===== src/rtl/frame_pop_pkg.sv =====
package frame_pop_pkg;

    typedef enum logic [2:0] {
        ST_IDLE,
        ST_ADJ,
        ST_LOAD,
        ST_JRD,
        ST_JMP
    } pop_state_e;

    // Mask slot to register index lookup: slot i names register base+i.
    function automatic int unsigned slot_reg(input int unsigned slot,
                                             input int unsigned base);
        return base + slot;
    endfunction

endpackage


===== src/rtl/pop_lowbit_pick.sv =====
module pop_lowbit_pick #(
    parameter int W  = 12,
    parameter int IW = 4
) (
    input  logic [W-1:0]  mask,
    output logic          any,
    output logic [IW-1:0] idx,
    output logic [W-1:0]  rest
);
    always_comb begin
        any = 1'b0;
        idx = '0;
        for (int i = W - 1; i >= 0; i--) begin
            if (mask[i]) begin
                any = 1'b1;
                idx = IW'(i);
            end
        end
    end

    // Mask with the lowest set bit cleared.
    assign rest = mask & (mask - W'(1));
endmodule


===== src/rtl/pop_sp_unit.sv =====
module pop_sp_unit #(
    parameter int DW        = 32,
    parameter int IMM_W     = 5,
    parameter int ADJ_SHIFT = 2
) (
    input  logic             clk,
    input  logic             rst,
    input  logic             ld,
    input  logic [DW-1:0]    sp_in,
    input  logic             adj,
    input  logic [IMM_W-1:0] imm,
    input  logic             step,
    output logic [DW-1:0]    sp_q
);
    localparam int STEP = DW / 8;

    always_ff @(posedge clk) begin
        if (rst) begin
            sp_q <= '0;
        end else if (ld) begin
            sp_q <= sp_in;
        end else if (adj) begin
            sp_q <= sp_q + (DW'(imm) << ADJ_SHIFT);
        end else if (step) begin
            sp_q <= sp_q + DW'(STEP);
        end
    end
endmodule


===== src/rtl/frame_pop_seq.sv =====
module frame_pop_seq
    import frame_pop_pkg::*;
#(
    parameter int DW       = 32,
    parameter int MASK_W   = 12,
    parameter int IMM_W    = 5,
    parameter int REG_AW   = 5,
    parameter int REG_BASE = 20
) (
    input  logic              clk,
    input  logic              rst,
    input  logic              start,
    input  logic [IMM_W-1:0]  imm_frame,
    input  logic [MASK_W-1:0] reg_mask,
    input  logic              ret_en,
    input  logic [REG_AW-1:0] ret_reg,
    input  logic [DW-1:0]     sp_in,
    output logic              busy,
    output logic              done,
    output logic [DW-1:0]     sp_out,
    output logic              mem_req_valid,
    input  logic              mem_req_ready,
    output logic [DW-1:0]     mem_req_addr,
    input  logic              mem_rsp_valid,
    input  logic [DW-1:0]     mem_rsp_data,
    output logic              rf_we,
    output logic [REG_AW-1:0] rf_waddr,
    output logic [DW-1:0]     rf_wdata,
    output logic [REG_AW-1:0] rf_raddr,
    input  logic [DW-1:0]     rf_rdata,
    output logic              pc_valid,
    output logic [DW-1:0]     pc_target
);
    localparam int SLOT_W = (MASK_W > 1) ? $clog2(MASK_W) : 1;

    typedef struct packed {
        logic [MASK_W-1:0] mask;
        logic              jmp;
        logic [REG_AW-1:0] jreg;
        logic [IMM_W-1:0]  imm;
    } pop_req_t;

    pop_state_e        st_q, st_d;
    pop_req_t          req_q;
    logic              pend_q;
    logic [DW-1:0]     tgt_q;
    logic              pick_any;
    logic [SLOT_W-1:0] pick_idx;
    logic [MASK_W-1:0] mask_rest;
    logic              launch, fire, got, last;

    pop_lowbit_pick #(.W(MASK_W), .IW(SLOT_W)) u_pick (
        .mask (req_q.mask),
        .any  (pick_any),
        .idx  (pick_idx),
        .rest (mask_rest)
    );

    assign launch        = (st_q == ST_IDLE) && start;
    assign mem_req_valid = (st_q == ST_LOAD) && !pend_q;
    assign fire          = mem_req_valid && mem_req_ready;
    assign got           = (st_q == ST_LOAD) && mem_rsp_valid && (pend_q || fire);
    assign last          = (mask_rest == '0);

    pop_sp_unit #(.DW(DW), .IMM_W(IMM_W), .ADJ_SHIFT(2)) u_sp (
        .clk   (clk),
        .rst   (rst),
        .ld    (launch),
        .sp_in (sp_in),
        .adj   (st_q == ST_ADJ),
        .imm   (req_q.imm),
        .step  (got),
        .sp_q  (sp_out)
    );

    always_comb begin
        st_d = st_q;
        unique case (st_q)
            ST_IDLE: if (launch) st_d = ST_ADJ;
            ST_ADJ: begin
                if (pick_any)        st_d = ST_LOAD;
                else if (req_q.jmp)  st_d = ST_JRD;
                else                 st_d = ST_IDLE;
            end
            ST_LOAD: begin
                if (got && last) st_d = req_q.jmp ? ST_JRD : ST_IDLE;
            end
            ST_JRD:  st_d = ST_JMP;
            ST_JMP:  st_d = ST_IDLE;
            default: st_d = ST_IDLE;
        endcase
    end

    always_ff @(posedge clk) begin
        if (rst) begin
            st_q   <= ST_IDLE;
            req_q  <= '0;
            pend_q <= 1'b0;
            tgt_q  <= '0;
        end else begin
            st_q <= st_d;
            if (launch) begin
                req_q.mask <= reg_mask;
                req_q.jmp  <= ret_en;
                req_q.jreg <= ret_reg;
                req_q.imm  <= imm_frame;
            end else if (got) begin
                req_q.mask <= mask_rest;
            end
            if (got)       pend_q <= 1'b0;
            else if (fire) pend_q <= 1'b1;
            if (st_q == ST_JRD) tgt_q <= rf_rdata;
        end
    end

    assign busy         = (st_q != ST_IDLE);
    assign done         = ((st_q == ST_ADJ) && !pick_any && !req_q.jmp)
                        || (got && last && !req_q.jmp)
                        || (st_q == ST_JMP);
    assign mem_req_addr = sp_out;
    assign rf_we        = got;
    assign rf_waddr     = REG_AW'(slot_reg(32'(pick_idx), REG_BASE));
    assign rf_wdata     = mem_rsp_data;
    assign rf_raddr     = req_q.jreg;
    assign pc_valid     = (st_q == ST_JMP);
    assign pc_target    = tgt_q;
endmodule


===== config.mk =====
export PLATFORM = sky130hd
export DESIGN_NAME = frame_pop_seq
export DESIGN_NICKNAME = d
export VERILOG_FILES = /design/src/rtl/frame_pop_pkg.sv /design/src/rtl/pop_lowbit_pick.sv /design/src/rtl/pop_sp_unit.sv /design/src/rtl/frame_pop_seq.sv
export SDC_FILE = /design/constraint.sdc
export NUM_CORES = 1
export LEC_CHECK = 0
export ABC_CLOCK_PERIOD_IN_PS = 2540
export CAP_MARGIN = 30
export CORE_AREA = 2 2 124 126
export DETAILED_ROUTE_END_ITERATION = 7
export DIE_AREA = 0 0 126 128
export DONT_BUFFER_PORTS = 1
export SLEW_MARGIN = 10
export SYNTH_ARGS = -nofsm -noshare
export SYNTH_HDL_FRONTEND = slang
export SYNTH_SLANG_ARGS = --single-unit

===== constraint.sdc =====
create_clock -name clk -period 2.54 [get_ports clk]
set_input_delay 0.381 -clock clk [delete_from_list [all_inputs] [get_ports clk]]
set_output_delay 0.381 -clock clk [all_outputs]
set_load 0.05 [all_outputs]

==> results of run 1 <==
-- where the power goes --
group | leakage [nW] | total, W | internal, W | switching (W)
Clock | 0.142 | 0.00137 | 0.000768 | 0.000602
Sequential | 0.747 | 0.00178 | 0.00156 | 0.000220
Combinational | 1.13 | 0.00171 | 0.000493 | 0.00122
-- sequential cells by signal (all words and copies together) (netlist names) --
register and cells:
pc_target 32, pend_q 1, req_q 18, rf_raddr 5, st_q 3, u_sp.sp_q 32
-- metrics by stage --
stage | total power (W) | cells | hold WS, ns | util (%)
3_5_place_dp | 0.003428 | 812 | 0.4603 | 34.47
5_1_grt | 0.005119 | 836 | 0.08195 | 37.84
6_report | 0.004866 | 836 | 0.09656 | 37.84
3_3_place_gp | 0.003402 | 812 | 0.4606 | 34.47
2_1_floorplan | 0.003268 | 666 | 0.4312 | -
4_1_cts | 0.004836 | 829 | 0.08233 | 36.70
-- logic make-up (layout without fill, tap and decap cells) --
kind of cell             Yosys count  in the layout  synth area share, %
AO/OA/AOI/OAI                    161            161                19.97
XOR/XNOR                           7              7                1.216
adder cells (fa/ha/maj)           10             10                2.481
buffers and inverters            125            107                14.74
flip-flops                        91             91                36.12
AND/OR/NAND/NOR                  272            272                25.48
-- layout make-up --
class / instances / area share, %
flip-flops and latches: 91 / 32.57
clock buffers: 9 / 4.004
repair buffers: 75 / 10.46
well taps: 188 / 4.182
inverters: 16 / 1.068
clock inverters: 7 / 1.357
multi-input cells: 450 / 46.36
-- worst max-delay path by stage --
| stage | start | end | slack [ns] |
|---|---|---|---|
| after global routing | st_q[1] | u_sp.sp_q[29] | -0.06 |
| final | st_q[1] | u_sp.sp_q[20] | 0.07 |
| after detailed placement | st_q[1] | u_sp.sp_q[28] | -0.06 |
| after floorplan | st_q[2] | done | 0.05 |
| after CTS | req_q[11] | done | -0.002 |
| after global placement | st_q[1] | u_sp.sp_q[28] | 0.1 |
-- layer usage --
| layer | GRT usage [%] | vias to the layer above | routed length (um) |
|---|---|---|---|
| met5 | 0 | - | 0 |
| met4 | 6.464 | 0 | 184 |
| met3 | 7.471 | 22 | 1527 |
| met2 | 30.68 | 192 | 7443 |
| met1 | 19.93 | 2118 | 5936 |
| li1 | - | 2223 | - |
-- placed cells by master (no fill, tap or decap), drive strengths merged, types with 6 or more instances in the layout --
cell type,n
nand3,16
nor2,49
nor4,7
a311oi,14
nor3,13
or4,9
inv,17
dfxtp,91
buf,74
o31ai,7
a21oi,71
clkbuf,10
o21ai,27
ha,6
a211oi,10
and2,6
nand2,128
nand4,12
and4,6
or3,10
-- critical path, stage by stage (launching register included) --
cell      delay, ns
dfxtp_2        0.34
nor3b_4        0.27
buf_4          0.16
nand2b_1       0.08
ha_4           0.19
fa_2           0.38
a21oi_2        0.21
o211ai_2       0.13
buf_4          0.17
a31o_2         0.22
a311oi_1       0.23
-- timing repair --
item,4_1_cts,5_1_grt
pin swaps,7,18
gates resized for setup,6,28
buffers inserted,1,5
cloned,0,1
endpoints found under the setup margin,5,22
==> results.cfg, run 1 <==
[hold_path]
hold_path_end = u_sp.sp_q[28]
hold_path.class = in -> reg
min-delay-start = rst
holdPathStages = 1

[logic_synthesis]
synthCells = 666
ys_ff_latch = 91
async_flop_share_pct = 0
yosysSeqAreaShare_pct = 36.12
syn_area_um2 = 5044
synth.area.top_cells = dfxtp_1, buf_4, nand2_1
synth.most_common_cell = nand2_1
yosys-top-cells-count = nand2_1, dfxtp_1, a21oi_1
synth_edf_count = 0
yosys.area.top_type = dfxtp_1
synth_top_area_share_pct = 36.12
ys_types = 59
ys_warn_count = 0
avgSynthCellArea_um2 = 7.573
synth_flop_cell = dfxtp_1
synth_fp_nets = 797

[clock_network]
cts_tree = done
cts_root_buffer = clkbuf_16
clk_latency_ns = 0.35
clk_path_buf_depth = 2
hold_buffers = 0
htreeDepth = 3
cts_buffers = 9
clkTransAtPathRegs_ns = 0.07
cts_sinks = 91

[setup_path]
worstPathRequired_ns = 2.80
worst-r2r-setup-slack_ns = 0.07
critical_path.max_fanout = 6
r2r-end = u_sp.sp_q[20]
r2r-start = st_q[1]
arrival_ns = 2.73
setup.worst_path.end_class = flop
r2r_cells = 10
crit_type = reg -> reg
start_kind = flop

[detailed_routing]
drt-pass1-iter-count = 4
routed_wl_mm = 15.09
wl_per_cell_um = 18.05
drtAntennaViolNets = 0
vias = 4555
drc = 0
dr.first_iter.drc_count = 206
viasPerCell = 5.449

[flow_run]
drv_cap = 0

[timing]
fmax_ghz = 0.4045
rsz0062_at_grt = true
timing.final.crit_share_pct = 97.33
setup_violations = 0
final.setup.worst_slack_ns = 0.06774
timing_hold_violations_final = 0
finalClockSkew_ns = 0.006456
relSlewSlack_pct = 35.27
max_slew.worst_pin.slew_ns = 0.9696
slew_viol_final = 0
post-route-min-period_ns = 2.472
tns_ns = 0

[die]
die_h_um = 128
fp-row-count = 45
io_pins = 267
dieArea_um2 = 16130
start_util_pct = 33.93
core_area_um2 = 14860
die_w_um = 126

[final_layout]
areaGrowthSynthToFinish_pct = 11.51
layout-drive-gt1-share_pct = 19.91
fillers = 1562
multi_input_area_um2 = 2608
fin_area_um2 = 5624
regArea_um2 = 1832
n_antenna_cell = 0
fin_nets = 774

[grt]
grt-ovfl-total = 0
grt_pass1_wl_mm = 23.06
track_usage_pct = 17.89
antenna_found_initial = 0
grt_start_max_net_pins = 87
grt_pass1_vias = 4412

[power]
vdd_drop_max_mv = 0.3521
p_leak_nw = 2.016
powerDensity_nw_per_um2 = 865.2

[place]
portBuffers = 0
pre_cts_ws_ns = -0.06392
place_area_um2 = 5124
hpwl_mm = 10.85
globalplace.congestion = 0.8995

[run_status]
status = finished clean
No activity file was read; power rests on OpenSTA's default activity.
==> run 2: changes to the inputs <==
- ABC_CLOCK_PERIOD_IN_PS: 2540 -> unset
- BUFFER_PORTS_ARGS: unset -> -buffer_cell sky130_fd_sc_hd__buf_4
- DONT_BUFFER_PORTS: 1 -> unset
- PLACE_DENSITY: unset -> 0.66
==> results.cfg, run 2 (same netlist as run 1, synthesis figures left out) <==
[timing]
rsz0062_at_grt = true
timing_hold_violations_final = 0
fmax_ghz = 0.3982
timing.final.crit_share_pct = 98.87
slew_viol_final = 0
setup_violations = 0
relSlewSlack_pct = 44.05
final.setup.worst_slack_ns = 0.02866
max_slew.worst_pin.slew_ns = 0.8181
finalClockSkew_ns = 0.008313
post-route-min-period_ns = 2.511

[final_layout]
fin_nets = 954
fin_area_um2 = 7041
areaGrowthSynthToFinish_pct = 39.59
n_antenna_cell = 0
layout-drive-gt1-share_pct = 38.53
layout_common_cells = buf_4, nand2_1, dfxtp_1
layout_commonest_cell = buf_4

[die]
die_w_um = 126
start_util_pct = 33.93
die_h_um = 128
io_pins = 267
core_area_um2 = 14860
fp-row-count = 45
dieArea_um2 = 16130

[grt]
grt_start_max_net_pins = 64
antenna_found_initial = 0
grt_pass1_wl_mm = 24.36
grt_pass1_vias = 4848
grt-ovfl-total = 0
track_usage_pct = 18.76

[place]
pre_cts_ws_ns = -0.04971
globalplace.congestion = 0.9106
hpwl_mm = 11.45
portBuffers = 202
place_area_um2 = 6417

[setup_path]
endpoint = done
crit_type = reg -> out
r2r-start = st_q[0]
arrival_ns = 2.13
startpoint = req_q[12]
worstPathRequired_ns = 2.16
setup.worst_path.end_class = output port
r2r_cells = 12
critical_path.max_fanout = 2
r2r-end = u_sp.sp_q[17]
start_kind = flop
worst-r2r-setup-slack_ns = 0.05

[detailed_routing]
dr_wl_met3_mm = 1.337
met2_length_mm = 7.501
routed_wl_mm = 15.88
routed.top_layer = met4
dr.first_iter.drc_count = 374
wl_per_cell_um = 15.63
drt-pass1-iter-count = 5
drtAntennaViolNets = 0
viasPerCell = 5.141
drc = 0
drt-met1-wl_mm = 6.730
vias = 5223

[clock_network]
cts_sinks = 91
clk_path_buf_depth = 2
clkTransAtPathRegs_ns = 0.07
clk_latency_ns = 0.35
cts_buffers = 9
cts_root_buffer = clkbuf_16
cts_tree = done
htreeDepth = 3

[power]
powerDensity_nw_per_um2 = 745.4
vdd_drop_max_mv = 0.3506
p_leak_nw = 2.936

[hold_path]
hold_path.class = in -> reg

[flow_run]
drv_cap = 0

[run_status]
status = finished clean
==> run 2: cell count changes in the layout (fill, tap and decap cells not counted), moves of 2 or more <==
cell	delta
buf_4	+179
a311oi_1	-3
a311oi_2	+3
buf_6	+3
dfxtp_2	+2
==> run 2: metrics by stage <==
| stage | utilization, % | setup TNS [ns] | hold WS [ns] | cells | total power [W] |
|---|---|---|---|---|---|
| 3_3_place_gp | 43.17 | 0 | 0.4418 | 985 | 0.003744 |
| 5_1_grt | 47.37 | -0.1422 | 0.2332 | 1016 | 0.005499 |
| 4_1_cts | 45.40 | 0 | 0.2245 | 1002 | 0.005162 |
| 3_5_place_dp | 43.17 | -0.1322 | 0.4466 | 985 | 0.003757 |
| 6_report | 47.37 | 0 | 0.2296 | 1016 | 0.005248 |
| 2_1_floorplan | - | 0 | 0.4312 | 666 | 0.003268 |
==> run 2: how the worst min path moves through the flow <==
stage | start | endpoint | slack, ns | cells past startpoint
6_report | mem_rsp_valid | pend_q | 0.23 | 2
3_5_place_dp | pc_target[23] | pc_target[23] | 0.45 | 2
3_3_place_gp | pc_target[15] | pc_target[15] | 0.44 | 2
2_1_floorplan | req_q[0] | req_q[0] | 0.43 | 2
4_1_cts | mem_rsp_valid | pend_q | 0.22 | 2
5_1_grt | mem_rsp_valid | pend_q | 0.23 | 2
==> run 2: area by class of cell <==
| class | count | area [um^2] |
|---|---|---|
| Fill cell | 1533 | 7824 |
| Multi-Input combinational cell | 450 | 2660 |
| Timing Repair Buffer | 255 | 1953 |
| Sequential cell | 91 | 1831 |
| Tap cell | 188 | 235.2 |
| Clock buffer | 9 | 225.2 |
| Clock inverter | 7 | 76.32 |
| Inverter | 16 | 60.06 |
==> run 2: what timing repair did <==
action,in CTS,in global routing
hold buffers,0,0
endpoints found under the setup margin,8,20
gates resized for setup,7,45
pin swaps,4,27
gates cloned,0,1
setup buffers,1,13
==> run 2: layer usage <==
metal / vias up / GRT usage (%)
li1: 2583 / -
met1: 2401 / 23.33
met2: 213 / 31.56
met3: 26 / 4.549
met4: 0 / 7.046
met5: - / 0
==> run 2: critical path, cell delays in order (launching register included) <==
cell and delay [ns]:
dfxtp_2 0.33, or4_4 0.55, o31ai_4 0.24, o2111ai_2 0.16, o21ai_1 0.15, a21o_1 0.17
buf_6 0.17
==> run 2: power breakdown <==
part | internal (W) | leakage, nW | total [W] | switching (W)
Combinational | 0.000766 | 2.05 | 0.00211 | 0.00135
Clock | 0.000768 | 0.142 | 0.00139 | 0.000620
Sequential | 0.00156 | 0.747 | 0.00174 | 0.000182
